--- src/rtl/msd_pkg.sv ---
package msd_pkg;

    typedef enum logic [2:0] {
        SUB_REAL   = 3'd0,
        SUB_PROT   = 3'd1,
        SUB_V86    = 3'd2,
        SUB_COMPAT = 3'd3,
        SUB_64     = 3'd4
    } submode_e;

    localparam int SZ_W = 2;
    localparam int DPL_W = 2;

    localparam logic [SZ_W-1:0] SZ_16 = 2'd1;
    localparam logic [SZ_W-1:0] SZ_32 = 2'd2;
    localparam logic [SZ_W-1:0] SZ_64 = 2'd3;

    typedef struct packed {
        logic [SZ_W-1:0] def_op;
        logic [SZ_W-1:0] alt_op;
        logic [SZ_W-1:0] def_addr;
        logic [SZ_W-1:0] alt_addr;
        logic [SZ_W-1:0] stack;
    } sizes_t;

    // Packed MSB first: bit 0 is the mode flag, bits 17:16 the stack size.
    typedef struct packed {
        logic [SZ_W-1:0]  stack;
        logic [SZ_W-1:0]  alt_addr;
        logic [SZ_W-1:0]  def_addr;
        logic [SZ_W-1:0]  alt_op;
        logic [SZ_W-1:0]  def_op;
        logic             prot;
        logic             paging;
        logic [DPL_W-1:0] cpl;
        submode_e         submode;
        logic             is_long;
    } status_t;

    localparam int STATUS_W = $bits(status_t);

    localparam status_t STATUS_RESET = '{
        stack:    SZ_16,
        alt_addr: SZ_16,
        def_addr: SZ_16,
        alt_op:   SZ_16,
        def_op:   SZ_16,
        prot:     1'b0,
        paging:   1'b0,
        cpl:      '0,
        submode:  SUB_REAL,
        is_long:  1'b0
    };

endpackage

--- src/rtl/msd_mode_classify.sv ---
module msd_mode_classify
    import msd_pkg::*;
(
    input  logic     lma,
    input  logic     pe,
    input  logic     vm,
    input  logic     cs_long,
    output logic     is_long,
    output submode_e submode
);
    always_comb begin
        is_long = lma;
        if (lma) begin
            submode = cs_long ? SUB_64 : SUB_COMPAT;
        end else if (!pe) begin
            submode = SUB_REAL;
        end else if (vm) begin
            submode = SUB_V86;
        end else begin
            submode = SUB_PROT;
        end
    end
endmodule

--- src/rtl/msd_size_select.sv ---
module msd_size_select
    import msd_pkg::*;
(
    input  logic   in_64,
    input  logic   cs_dsize,
    input  logic   ss_dsize,
    output sizes_t sizes
);
    always_comb begin
        // Operand size: 32-bit default in 64-bit submode or wide code segment.
        if (in_64 || cs_dsize) begin
            sizes.def_op = SZ_32;
            sizes.alt_op = SZ_16;
        end else begin
            sizes.def_op = SZ_16;
            sizes.alt_op = SZ_32;
        end

        // Address size: 64-bit submode wins over the segment flag.
        if (in_64) begin
            sizes.def_addr = SZ_64;
            sizes.alt_addr = SZ_32;
        end else if (cs_dsize) begin
            sizes.def_addr = SZ_32;
            sizes.alt_addr = SZ_16;
        end else begin
            sizes.def_addr = SZ_16;
            sizes.alt_addr = SZ_32;
        end

        // Stack width follows the stack segment outside 64-bit submode.
        if (in_64) begin
            sizes.stack = SZ_64;
        end else if (ss_dsize) begin
            sizes.stack = SZ_32;
        end else begin
            sizes.stack = SZ_16;
        end
    end
endmodule

--- src/rtl/mode_status_decoder.sv ---
module mode_status_decoder
    import msd_pkg::*;
#(
    parameter int              ADDR_W    = 8,
    parameter logic [ADDR_W-1:0] SELF_ADDR = 8'h40
) (
    input  logic                clk,
    input  logic                rst_n,
    input  logic                lma_i,
    input  logic                pe_i,
    input  logic                pg_i,
    input  logic                vm_i,
    input  logic                cs_long_i,
    input  logic                cs_dsize_i,
    input  logic [1:0]          cs_dpl_i,
    input  logic                ss_dsize_i,
    input  logic                refresh_i,
    input  logic                wr_en_i,
    input  logic [ADDR_W-1:0]   wr_addr_i,
    output logic [17:0]         status_o
);
    status_t  status_d, status_q;
    logic     calc_long;
    submode_e calc_sub;
    sizes_t   calc_sizes;
    logic     trigger;

    msd_mode_classify u_classify (
        .lma     (lma_i),
        .pe      (pe_i),
        .vm      (vm_i),
        .cs_long (cs_long_i),
        .is_long (calc_long),
        .submode (calc_sub)
    );

    msd_size_select u_sizes (
        .in_64    (calc_sub == SUB_64),
        .cs_dsize (cs_dsize_i),
        .ss_dsize (ss_dsize_i),
        .sizes    (calc_sizes)
    );

    assign trigger = refresh_i || (wr_en_i && (wr_addr_i == SELF_ADDR));

    always_comb begin
        status_d = status_q;
        if (trigger) begin
            status_d.is_long  = calc_long;
            status_d.submode  = calc_sub;
            status_d.cpl      = cs_dpl_i;
            status_d.paging   = pg_i;
            status_d.prot     = pe_i;
            status_d.def_op   = calc_sizes.def_op;
            status_d.alt_op   = calc_sizes.alt_op;
            status_d.def_addr = calc_sizes.def_addr;
            status_d.alt_addr = calc_sizes.alt_addr;
            status_d.stack    = calc_sizes.stack;
        end
    end

    always_ff @(posedge clk or negedge rst_n) begin
        if (!rst_n) begin
            status_q <= STATUS_RESET;
        end else begin
            status_q <= status_d;
        end
    end

    assign status_o = status_q;
endmodule

--- config.mk ---
export PLATFORM = sky130hd
export DESIGN_NAME = mode_status_decoder
export DESIGN_NICKNAME = d
export VERILOG_FILES = /design/src/rtl/msd_pkg.sv /design/src/rtl/msd_mode_classify.sv /design/src/rtl/msd_size_select.sv /design/src/rtl/mode_status_decoder.sv
export SDC_FILE = /design/constraint.sdc
export NUM_CORES = 1
export LEC_CHECK = 0
export CELL_PAD_IN_SITES_DETAIL_PLACEMENT = 2
export CELL_PAD_IN_SITES_GLOBAL_PLACEMENT = 2
export CORE_MARGIN = 2
export CORE_UTILIZATION = 25
export DETAILED_ROUTE_END_ITERATION = 16
export HOLD_SLACK_MARGIN = 0.03
export PLACE_DENSITY_LB_ADDON = 0.08
export SYNTH_ARGS = -nofsm -noshare
export SYNTH_HDL_FRONTEND = slang
export SYNTH_SLANG_ARGS = --single-unit
--- constraint.sdc ---
create_clock -name clk -period 0.9 [get_ports clk]
set_input_delay 0.09 -clock clk [delete_from_list [all_inputs] [get_ports clk]]
set_output_delay 0.09 -clock clk [all_outputs]
set_load 0.02 [all_outputs]
==> reports/metrics.yaml <==
placed_design:
  portBuffers: 38
  finalWeightedCongestion: 0.632
  pre_cts_ws_ns: -0.762
  dpl.hpwl_mm: 1.67
  place_area_mm2: 0.00132
  placed_cells: 141
worst_setup_path:
  cp_slowest_cell: "dfstp_2"
  crit_path_max_incr_delay_ns: 0.56
  cp-end-kind: "output pin"
  critical_path_peak_fanout: 2
  crit_chain: "buf_6"
  cp.buffers_inverters: 1
  crit_family: "flip-flops"
  setup.worst_path.class: "reg -> out"
  cp-startpoint: "status_o[8]$_DFFE_PN1P_"
  cp-start-kind: "flip-flop"
  r2r-start: "status_o[15]$_DFFE_PN0P_"
  required_ns: 0.81
  crit_arrival_ns: 0.98
clock_tree:
  cts_tree: "yes"
  clk_pin_slew_ns: 0.11
  ctsHtreeMaxLevel: 1
  clock_path_buffers: 2
  clock_latency_ns: 0.31
  cts_buffers: 3
  hold_buffers: 0
  numClockSinks: 18
  ctsRootBufferMaster: "clkbuf_4"
finish:
  fin_cells: 155
  largest_register_ffs: 18
  drive_gt1_frac: 0.622
  synthToLayoutAreaGrowth_pct: 86.8
  final_cell_mix: "24 x buf_6, 13 x dfrtp_1, 10 x buf_4, 9 x clkdlybuf4s50_1"
  fillCellCount: 312
  antenna_cells: 0
  finalCoreUtilization: 0.493
  fin_nets: 133
  layout_commonest_cell: "buf_6"
  final_area_mm2: 0.00151
timing:
  drv_slew: 0
  finalWorstSetupSlack_ns: -0.165
  hold_slack_ns: 0.119
  grt_setup_unrepaired: "yes"
  min_period_over_period: 1.18
  min_period_ns: 1.07
  tns_ns: -2.56
  max_slew_margin: 0.828
  max_freq_ghz: 0.939
  hold_viol: 0
  finClkSkew_ns: 0
  setup_viol: 35
  worst_pin_slew_ns: 0.256
synth:
  ys_seq_area_frac: 0.567
  synth.distinct_cells: 14
  yosys.area.top_type: "dfrtp_1"
  yosys_warnings: 0
  synth.net_count: 74
  avgSynthCellArea_um2: 15.2
  syn_area_um2: 806
  synth_top_area_frac: 0.404
  ys_top_cells_by_area: "dfrtp_1 40%, dfstp_2 16%, mux2_4 15%"
  ys_ff_latch: 18
  postSynthCellCount: 53
status:
  violations: "negative setup slack"
  outcome: "finished with violations"
route:
  drt-wirelength-per-cell_um: 16.3
  via_count: 656
  vias_per_cell: 4.23
  first_iter_violations: 4
  drc_errors: 0
  ant_nets: 0
  first_pass_iters: 3
  wl_mm: 2.53
job:
  drv_cap: 0
grt:
  first_global_vias: 752
  track_usage: 0.157
  grt_max_degree: 19
  grt_antenna_before_repair: 0
  grt_pass1_wl_mm: 3.99
  overflow: 0
floorplanning:
  pin_count: 39
  placementRows: 20
  start_util: 0.264
  die_w_um: 60.8
  die_area_mm2: 0.00369
  dieHeight_um: 60.8
  core_area_mm2: 0.00305
pwr:
  cellPowerDensity_mw_per_mm2: 1490
  p_total_mw: 2.25
  peakVddDrop_mv: 0.652
  p_leak_nw: 0.694
hold_path:
  worst_hold_path_type: "in -> async"
[logic make-up (layout without fill, tap and decap cells)]
logic type,count (synthesis),after routing,synth area share
flip-flops,18,18,0.567
AND/OR/NAND/NOR,9,9,0.0668
multiplexers,18,18,0.286
buffers and inverters,4,62,0.0279
AO/OA/AOI/OAI,4,4,0.0528
[where the power goes]
part | leakage (nW) | total, mW | switching [mW] | internal, mW
registers | 0.205 | 0.981 | 0.0655 | 0.915
logic | 0.468 | 0.741 | 0.297 | 0.444
clock network | 0.0210 | 0.524 | 0.277 | 0.247
total | 0.694 | 2.25 | 0.640 | 1.61
[layout make-up]
class,count,area (um^2),area share
multi-input cells,31,349,0.232
repair buffers,55,597,0.397
clock buffers,4,36.3,0.0241
flip-flops and latches,18,457,0.303
well taps,44,55.1,0.0366
inverters,3,11.3,0.00748
[Yosys cell counts]
| master | instances |
|---|---|
| a21oi_1 | 1 |
| a41oi_4 | 1 |
| buf_6 | 1 |
| dfrtp_1 | 13 |
| dfstp_2 | 5 |
| inv_1 | 3 |
| mux2_2 | 8 |
| mux2_4 | 8 |
| mux2i_1 | 2 |
| nand2_1 | 3 |
| nand2b_1 | 4 |
| nor3_1 | 1 |
| nor4_2 | 1 |
| o21ai_0 | 2 |
[worst paths after layout]
kind / to / slack (ns) / depth (start not counted)
setup / recovery: status_o[8] / -0.17 / 1
hold / removal: status_o[3]$_DFFE_PN0P_ / 0.12 / 2
setup reg to reg: status_o[15]$_DFFE_PN0P_ / -0.02 / 2
hold reg to reg: status_o[14]$_DFFE_PN1P_ / 0.48 / 2
max in group asynchronous: status_o[12]$_DFFE_PN1P_ / 0.57 / 2
min in group clk: status_o[0]$_DFFE_PN0P_ / 0.18 / 2
[layer usage]
layer / part of all wire / track usage / routed length (um)
met5: 0 / 0 / 0
met3: 0.047 / 0.0299 / 118
met4: 0.019 / 0.0745 / 48
met1: 0.45 / 0.212 / 1140
met2: 0.48 / 0.241 / 1220
[repair_timing]
action | 4_1_cts | 5_1_grt
cloned | 3 | 0
pin swaps | 3 | 3
endpoints found under the setup margin | 36 | 35
resized for setup | 142 | 3
setup buffers | 7 | 2
Power figures use the tool's default switching activity.
